### src/rtl/xbar_pkg.sv
package xbar_pkg;
  localparam int FW   = 4;
  localparam int NSIG = 14;
  localparam int NRES = 9;

  typedef enum logic [FW-1:0] {
    F_GPIO = 4'd0, F_U0TX = 4'd1, F_U0RX = 4'd2,
    F_SCK = 4'd3, F_MISO = 4'd4, F_MOSI = 4'd5, F_NSS = 4'd6,
    F_SDA = 4'd7, F_SCL = 4'd8, F_CMP = 4'd9, F_CLKO = 4'd10,
    F_CC0 = 4'd11, F_CC1 = 4'd12, F_CC2 = 4'd13, F_CC3 = 4'd14
  } func_e;

  localparam int RS_SER = 0;
  localparam int RS_SPI = 1;

  // resource index owning signal code s (1..NSIG)
  function automatic int sig_res(input int s);
    if (s <= 2)      return 0;
    else if (s <= 6) return 1;
    else if (s <= 8) return 2;
    else             return s - 6;
  endfunction
endpackage

### src/rtl/xbar_alloc.sv
module xbar_alloc
  import xbar_pkg::*;
#(
  parameter int NPIN = 16,
  parameter int UTX  = 4,
  parameter int URX  = 5
) (
  input  logic                 xbar_en,
  input  logic [NRES-1:0]      res_en,
  input  logic                 spi_4w,
  input  logic [NPIN-1:0]      skip,
  output logic [NPIN*FW-1:0]   pin_func,
  output logic [NRES-1:0]      res_ovf
);
  localparam int CW = $clog2(NPIN + NSIG + 1);

  logic [NPIN-1:0] rsv, freep;
  logic [CW-1:0]   nfree, prun, srun;
  logic [CW-1:0]   fidx [NPIN];
  logic [CW-1:0]   rank [NSIG+1];
  logic [CW-1:0]   cum  [NRES];
  logic [NSIG:0]   act;
  logic [NRES-1:0] placed;

  // free pins and their ordinal among free pins
  always_comb begin
    rsv = '0;
    if (res_en[RS_SER]) begin
      rsv[UTX] = 1'b1;
      rsv[URX] = 1'b1;
    end
    freep = ~skip & ~rsv;
    prun  = '0;
    for (int p = 0; p < NPIN; p++) begin
      fidx[p] = prun;
      if (freep[p]) prun = prun + 1'b1;
    end
    nfree = prun;
  end

  // rank of each active signal and cumulative demand per resource
  always_comb begin
    srun = '0;
    act  = '0;
    for (int r = 0; r < NRES; r++) cum[r] = '0;
    for (int s = 0; s <= NSIG; s++) begin
      rank[s] = srun;
      if (s >= int'(F_SCK)) begin
        act[s] = res_en[sig_res(s)] && !(s == int'(F_NSS) && !spi_4w);
        if (act[s]) begin
          srun = srun + 1'b1;
          cum[sig_res(s)] = srun;
        end
      end
    end
    for (int r = 0; r < NRES; r++) begin
      placed[r]  = res_en[r] && (cum[r] <= nfree);
      res_ovf[r] = xbar_en && res_en[r] && (cum[r] > nfree);
    end
  end

  // per-pin selection: free pin k takes active signal of rank k
  always_comb begin
    pin_func = '0;
    if (xbar_en) begin
      for (int p = 0; p < NPIN; p++) begin
        if (res_en[RS_SER] && p == UTX)
          pin_func[p*FW +: FW] = F_U0TX;
        else if (res_en[RS_SER] && p == URX)
          pin_func[p*FW +: FW] = F_U0RX;
        else if (freep[p]) begin
          for (int s = int'(F_SCK); s <= NSIG; s++)
            if (act[s] && placed[sig_res(s)] && rank[s] == fidx[p])
              pin_func[p*FW +: FW] = FW'(s);
        end
      end
    end
  end
endmodule

### src/rtl/xbar_route.sv
module xbar_route
  import xbar_pkg::*;
#(
  parameter int NPIN = 16
) (
  input  logic                 xbar_en,
  input  logic [NPIN*FW-1:0]   pin_func,
  input  logic [NSIG-1:0]      sig_out,
  input  logic [NSIG-1:0]      sig_oe,
  output logic [NSIG-1:0]      sig_in,
  input  logic [NPIN-1:0]      gpio_out,
  input  logic [NPIN-1:0]      gpio_oe,
  input  logic [NPIN-1:0]      pin_in,
  output logic [NPIN-1:0]      pin_out,
  output logic [NPIN-1:0]      pin_oe
);
  logic [FW-1:0] f;

  always_comb begin
    pin_out = '0;
    pin_oe  = '0;
    sig_in  = '0;
    f       = '0;
    for (int p = 0; p < NPIN; p++) begin
      f = pin_func[p*FW +: FW];
      if (f == '0 || int'(f) > NSIG) begin
        pin_out[p] = gpio_out[p];
        pin_oe[p]  = gpio_oe[p] & xbar_en;
      end else begin
        pin_out[p]     = sig_out[int'(f) - 1];
        pin_oe[p]      = sig_oe[int'(f) - 1];
        sig_in[int'(f) - 1] = pin_in[p];
      end
    end
  end
endmodule

### src/rtl/pin_xbar.sv
module pin_xbar
  import xbar_pkg::*;
#(
  parameter int NPORT   = 2,
  parameter int PORT_W  = 8,
  parameter int UTX_PIN = 4,
  parameter int URX_PIN = 5,
  localparam int NPIN   = NPORT * PORT_W
) (
  input  logic                 clk,
  input  logic                 rst_n,
  input  logic                 xbar_en,
  input  logic [NRES-1:0]      res_en,
  input  logic                 spi_4w,
  input  logic [NPIN-1:0]      skip_mask,
  output logic [NPIN*FW-1:0]   pin_func,
  output logic [NPIN-1:0]      pin_assigned,
  output logic [NPIN*FW-1:0]   pin_func_q,
  output logic [NRES-1:0]      res_ovf,
  input  logic [NSIG-1:0]      sig_out,
  input  logic [NSIG-1:0]      sig_oe,
  output logic [NSIG-1:0]      sig_in,
  input  logic [NPIN-1:0]      gpio_out,
  input  logic [NPIN-1:0]      gpio_oe,
  input  logic [NPIN-1:0]      pin_in,
  output logic [NPIN-1:0]      pin_out,
  output logic [NPIN-1:0]      pin_oe
);
  xbar_alloc #(.NPIN(NPIN), .UTX(UTX_PIN), .URX(URX_PIN)) u_alloc (
    .xbar_en  (xbar_en),
    .res_en   (res_en),
    .spi_4w   (spi_4w),
    .skip     (skip_mask),
    .pin_func (pin_func),
    .res_ovf  (res_ovf)
  );

  xbar_route #(.NPIN(NPIN)) u_route (
    .xbar_en  (xbar_en),
    .pin_func (pin_func),
    .sig_out  (sig_out),
    .sig_oe   (sig_oe),
    .sig_in   (sig_in),
    .gpio_out (gpio_out),
    .gpio_oe  (gpio_oe),
    .pin_in   (pin_in),
    .pin_out  (pin_out),
    .pin_oe   (pin_oe)
  );

  for (genvar p = 0; p < NPIN; p++) begin : g_asg
    assign pin_assigned[p] = |pin_func[p*FW +: FW];
  end

  always_ff @(posedge clk or negedge rst_n) begin
    if (!rst_n) pin_func_q <= '0;
    else        pin_func_q <= pin_func;
  end
endmodule

### config.mk
export PLATFORM = sky130hd
export DESIGN_NAME = pin_xbar
export DESIGN_NICKNAME = d
export VERILOG_FILES = /design/src/rtl/xbar_pkg.sv /design/src/rtl/xbar_alloc.sv /design/src/rtl/xbar_route.sv /design/src/rtl/pin_xbar.sv
export SDC_FILE = /design/constraint.sdc
export NUM_CORES = 1
export LEC_CHECK = 0
export BUFFER_PORTS_ARGS = -buffer_cell sky130_fd_sc_hd__buf_2
export CAP_MARGIN = 20
export CORE_ASPECT_RATIO = 1.2
export CORE_MARGIN = 2
export CORE_UTILIZATION = 50
export DETAILED_ROUTE_END_ITERATION = 8
export HOLD_SLACK_MARGIN = 0.12
export PLACE_DENSITY = 0.79
export SLEW_MARGIN = 20
export SYNTH_ARGS = -nofsm -noshare
export SYNTH_HDL_FRONTEND = slang
export SYNTH_HIERARCHICAL = 1
export SYNTH_SLANG_ARGS = --single-unit
### constraint.sdc
create_clock -name clk -period 21.2 [get_ports clk]
set_clock_uncertainty 0.15 [all_clocks]
set_input_delay 2.12 -clock clk [delete_from_list [all_inputs] [get_ports clk]]
set_output_delay 2.12 -clock clk [all_outputs]
set_load 0.01 [all_outputs]
==> After elaboration in Yosys (flattened, before gate mapping) <==
Index checks and enable logic that the tools add are counted.
Widths: inputs -> output; s select.
{ "word_totals": {"register_bits": 64, "elab_cells": 2047, "output_inout_bits": 199} }
{ "classes": {"n_reduce_logical": 462, "n_eq_ne": 165, "bitwise": 29, "magnitude_cmp": 212, "n_mux": 1136, "n_addsub": 42} }
{ "op_table": {"columns": ["op", "n"], "rows": [
  ["$mux 32", 281],
  ["$lt 32x6->1 const B", 144],
  ["$eq 5x5->1", 165],
  ["$bmux 1 s4", 160],
  ["$mux 4", 130],
  ["$ge 32x1->1 const B", 16],
  ["$bwmux 45", 11],
  ["$mux 45", 11],
  ["$logic_and 1x1->1", 388],
  ["$mux 1", 370],
  ["$ge 32x5->1 const B", 9],
  ["$lt 32x1->1 const B", 9],
  ["$not 32->32", 9],
  ["$mux 14", 16],
  ["$bwmux 14", 15],
  ["$mux 3", 64],
  ["$demux 5 s4", 9],
  ["$mux 5", 34],
  ["$logic_not 5->1", 26],
  ["$add 5x1->5 const B", 24],
  ["$sub 4x1->5 const B", 16],
  ["$demux 1 s4", 16],
  ["$gt 4x4->1 const B", 16],
  ["$logic_not 4->1", 16],
  ["other kinds (13)", 91]
]} }

==> Depth between registers and ports, before layout <==
{ "depth": {"depth_word": 93, "ltp_mapped": 89} }

==> Modules after synthesis <==
Netlist, hierarchy kept.
{ "by_module_without_submodules": {"columns": ["module", "area_per_inst_um2", "n_inst", "seq_area_each_um2", "cells_per_inst"], "rows": [
  ["xbar_alloc", 13065.0, 1, 0.0, 1902],
  ["xbar_route", 10538.9, 1, 0.0, 1410],
  ["pin_xbar", 1721.7, 1, 1601.5, 80]
]} }

==> Worst setup path after synthesis <==
OpenSTA, ideal clock, no wires.
{ "synth_path": {"path_type": "input-to-output", "from": "input skip_mask[0]", "to": "output sig_in[10]", "stages": 84, "t_arrival_ns": 20.010, "path_slack_ns": -1.080, "cell_sequence": "clkbuf_1 -> inv_1 -> ha_1 -> buf_2 -> xor2_1 -> inv_2 -> ha_1 -> nor2_1 -> a31oi_2 -> clkbuf_1 -> inv_1 -> ha_1 -> or3b_2 -> o21ai_1 -> or2_2 -> clkbuf_1 -> clkbuf_1 -> ha_1 -> [... 48 more ...] -> or3_1 -> a32oi_1 -> o21ai_0 -> a211oi_1 -> buf_1 -> inv_1 -> ha_1 -> buf_6 -> or3b_1 -> and2_4 -> buf_6 -> nand3_4 -> a211oi_2 -> a311oi_1 -> o31ai_1 -> a21oi_1 -> or4_1 -> a31oi_1"} }
{ "synth_between": {"elab_chain_cells": 90, "word_cells_on_any_way": 1337} }
{ "synth_lines": {"columns": ["element", "line", "source"], "rows": [
  ["start, declared", "pin_xbar.sv:15", "input logic [NPIN-1:0] skip_mask,"],
  ["$not 16->16 (*)", "xbar_alloc.sv:32", "freep = ~skip & ~rsv;"],
  ["$and 16x16->16 (*)", "xbar_alloc.sv:32", null],
  ["$mux 1", "xbar_alloc.sv:36", "if (freep[p]) prun = prun + 1'b1;"],
  ["$add 1x1->2", "xbar_alloc.sv:36", null],
  ["$mux 5", "xbar_alloc.sv:36", null],
  ["$add 5x1->5", "xbar_alloc.sv:36", null],
  ["$mux 5", "xbar_alloc.sv:36", null],
  ["$add 5x1->5", "xbar_alloc.sv:36", null],
  ["[... 45 more ...]", null, null],
  ["net pin_func[0]", "pin_xbar.sv:16", "output logic [NPIN*FW-1:0] pin_func,"],
  ["[... 29 more ...]", null, null],
  ["$bwmux 14", "xbar_route.sv:32", "sig_in[int'(f) - 1] = pin_in[p];"],
  ["$mux 14 (*)", "xbar_route.sv:26", "if (f == '0 || int'(f) > NSIG) begin"],
  ["$bwmux 14", "xbar_route.sv:32", null],
  ["$mux 14 (*)", "xbar_route.sv:26", null],
  ["$bwmux 14", "xbar_route.sv:32", null],
  ["$mux 14 (*)", "xbar_route.sv:26", null],
  ["$bwmux 14", "xbar_route.sv:32", null],
  ["$mux 14 (*)", "xbar_route.sv:26", null],
  ["end, declared", "pin_xbar.sv:22", "output logic [NSIG-1:0] sig_in,"]
]} }
The timed path passes the listed nets; every way through them passes the cells marked *. The select of a mux whose other input is x is not followed.

==> Worst setup path in the final report <==
{ "layout_path": {"from": "input skip_mask[1]", "to": "output sig_in[5]"} }
{ "layout_between": {"elab_chain_cells": 88, "word_cells_on_any_way": 1323} }
{ "layout_lines": {"columns": ["element", "line"], "rows": [
  ["$not 16->16 (*)", "xbar_alloc.sv:32"],
  ["$and 16x16->16 (*)", "xbar_alloc.sv:32"],
  ["$mux 5", "xbar_alloc.sv:36"],
  ["$add 5x1->5", "xbar_alloc.sv:36"],
  ["$mux 5", "xbar_alloc.sv:36"],
  ["$add 5x1->5", "xbar_alloc.sv:36"],
  ["$mux 5", "xbar_alloc.sv:36"],
  ["$add 5x1->5", "xbar_alloc.sv:36"],
  ["[... 72 more ...]", null],
  ["$bwmux 14", "xbar_route.sv:32"],
  ["$mux 14", "xbar_route.sv:26"],
  ["$bwmux 14", "xbar_route.sv:32"],
  ["$mux 14", "xbar_route.sv:26"],
  ["$bwmux 14", "xbar_route.sv:32"],
  ["$mux 14", "xbar_route.sv:26"],
  ["$bwmux 14", "xbar_route.sv:32"],
  ["$mux 14 (*)", "xbar_route.sv:26"]
]} }
Mark *: on every way between the ends. The rest lies on a longest branch, timed or not. The select of a mux whose other input is x is not followed.

==> metrics.md <==
| Metric | Value |
|---|---|
| Crit share post-route | `97.0%` |
| Reg with most FFs | `pin_func_q` |
| Worst-path fanout max | `21` |
| Critical Path Most Common Cell | `ha_1` |
| Seq/Total Area, Yosys | `6.32%` |
| Vias per inst | `6.94` |
| Top sig layer | `met5` |
| Crit Path Category | `input port to output pin` |
| Largest net degree at the start of global routing | `65` |
| Post-synth top area cell | `xnor2_1` |
| Delay-heaviest family, CP | `compound AO/OA/AOI/OAI gates` |
| Mean Syn Cell Area | `about 7.5 sq um` |
| Slowest-stage cell, CP | `nor4_1` |
| Area growth syn-to-layout | `11.8%` |
| Finished Core Util | `56.5%` |
| Metal2 WL | `52.3 mm` |
| DR pass1 iterations | `6` |
| CTS tree | `built` |
| Met1 Wirelength | `43.6 mm` |
| Synth Cell Area | `25,300 sq um` |
| Top-count cell post-synth | `xnor2_1` |
| Total Wirelength | `119 mm` |
| Dpl hpwl | `88.4 mm` |
| Via Count | `29,600` |
| Initial antenna violation count | `7` |
| Routability cong. | `roughly 1.1` |
| DRC | `0` |
| Arrival @ worst endpoint | `~18 ns` |
| Post-synth EDFFs | `0` |
| Multi-input logic area | `22,600 sq um` |
| Top cell type's share of synthesized area | `13.7%` |
| Synth async-reset ratio | `between 90% and 100%` |
| Nets | `3,883` |
| #FFs+latches synth | `64` |
| Fin. max-slew vios | `0` |
| Final Setup Violations | `0` |
| Met3 wire length | `approximately 14 mm` |
| CTS Root Cell | `clkbuf_16` |
| Worst Hold Class | `input port to async pin` |
| Synth Warn # | `6` |
| Synth top area cells | `xnor2_1 (14%), ha_1 (8.3%), mux4_2 (7.8%)` |
| Buffers added on ports | `302` |
| Count of maximum capacitance violations | `0` |
| Die X | `209 um` |
| FF/Latch Area | `1600 sq um` |
| Post-layout min period | `20.57 ns` |
| Slew margin rel. | `17.1%` |
| Vias in the first global route | `27,500` |
| Slew @ Worst Pin | `1.23 ns` |
| Most frequent cells after synthesis | `xnor2_1 (396), nand2_1 (289), nor2_1 (261), ha_1 (167), a21oi_1 (164)` |
| Die area | `52,500 sq um` |
| CTS Sinks | `64` |
| CP max stage delay | `0.66 ns` |
| Wire per inst | `about 28 um` |
| Library cells used by synthesis | `125` |
| Post-synthesis instance total | `approximately 3,400` |
| Die Span Y | `251 um` |
| Clock slew at reported path FFs | `0.06 ns` |
| Starting density of the core | `50.5%` |
| Worst path bufs/invs | `15` |
| Biggest registers after layout | `pin_func_q: 64 flops` |
| Nature of the critical path startpoint | `input port` |
| WHS | `1.79 ns` |
| First-pass GRT wire length | `173 mm` |
| Share of cells above drive strength 1 | `20.3%` |
| Initial DRC count | `3,875` |
| Status | `complete, no violations` |
| Max reg flops | `64` |
| FP Rows | `90` |
| Fill cells | `4,888` |
| Gr usage total | `43.7%` |
| # IOs | `304` |
| Fmax | `48.6 MHz` |
| Critical path required time | `18.93 ns` |
| Clk buf depth | `2` |
| Overflow after GRT | `0` |
| CTS buffer count | `9` |
| Prevailing post-synth register cell | `dfrtp_1` |
| Core ar. | `about 50,000 sq um` |
| Final Hold Fails | `0` |
| CTS H-tree lvls | `3` |
| Setup crit end kind | `output pin` |
| ANT nets after route | `0` |
| Hold-fix buffers at CTS | `0` |
[kinds of logic after synthesis]
group / Yosys count / synth area share (%)
AOI/OAI and AO/OA: 833 / 22.5
other: 1 / 0.0148
muxes: 167 / 11.2
adders and majority gates: 167 / 8.25
and+or+nand+nor: 1273 / 26.0
xor gates and xnor gates: 527 / 19.8
buffers and inverters: 360 / 5.95
DFF: 64 / 6.32
[final timing paths]
kind                       cells past startpoint  slack [ns]                        to         start
max in group asynchronous                      2       18.45  pin_func_q[21]$_DFF_PN0_         rst_n
max                                           78        0.63                 sig_in[5]  skip_mask[1]
min in group clk                               4        2.20   pin_func_q[1]$_DFF_PN0_  skip_mask[0]
min                                            2        1.79  pin_func_q[48]$_DFF_PN0_         rst_n
[placed cells by master (no fill, tap or decap), drive strengths merged, types with 27 or more instances in the layout]
cell / count
nor2: 264
a21oi: 167
o21a: 27
mux2i: 66
mux4: 91
or2: 39
inv: 130
and2: 43
xnor2: 407
o211ai: 30
dfrtp: 64
nor4: 57
nor2b: 50
buf: 431
nand3: 120
nor3: 129
nand2b: 64
o22ai: 75
ha: 167
o21ai: 167
and3: 35
nand2: 291
a31oi: 75
xor2: 104
nand4: 48
or4: 38
o31ai: 31
[routing by layer]
layer	GRT usage, %	up-vias
met3	7.92	611
li1	-	12900
met1	54.2	13900
met4	30.0	4
met2	69.1	2216
met5	0	-
[metrics by stage]
step	cell area, sq um	cells	worst slack (ns)	setup TNS (ns)
3_5_place_dp	27700	4228	0.290	0
3_3_place_gp	27700	4228	0.587	0
5_1_grt	28300	4263	-0.0397	-0.105
4_1_cts	28000	4244	0.187	0
2_1_floorplan	25400	3393	0.0549	0
6_report	28300	4264	0.634	0
[layout make-up]
type                            count  share of cell area [%]
Inverter                          135                    1.80
Clock buffer                       10                   0.808
Antenna cell                        4                  0.0353
Sequential cell                    64                    5.65
Timing Repair Buffer              432                    8.81
Tap cell                          644                    2.85
Multi-Input combinational cell   2969                    79.7
Clock inverter                      6                   0.327
[repair_timing]
action / in CTS / in global routing
buffers inserted: 0 / 15
setup endpoints to repair: 0 / 29
resized for setup: 0 / 29
Power is not shown: default switching activity piles up to over one toggle a cycle in this logic, so the estimate is an artifact.
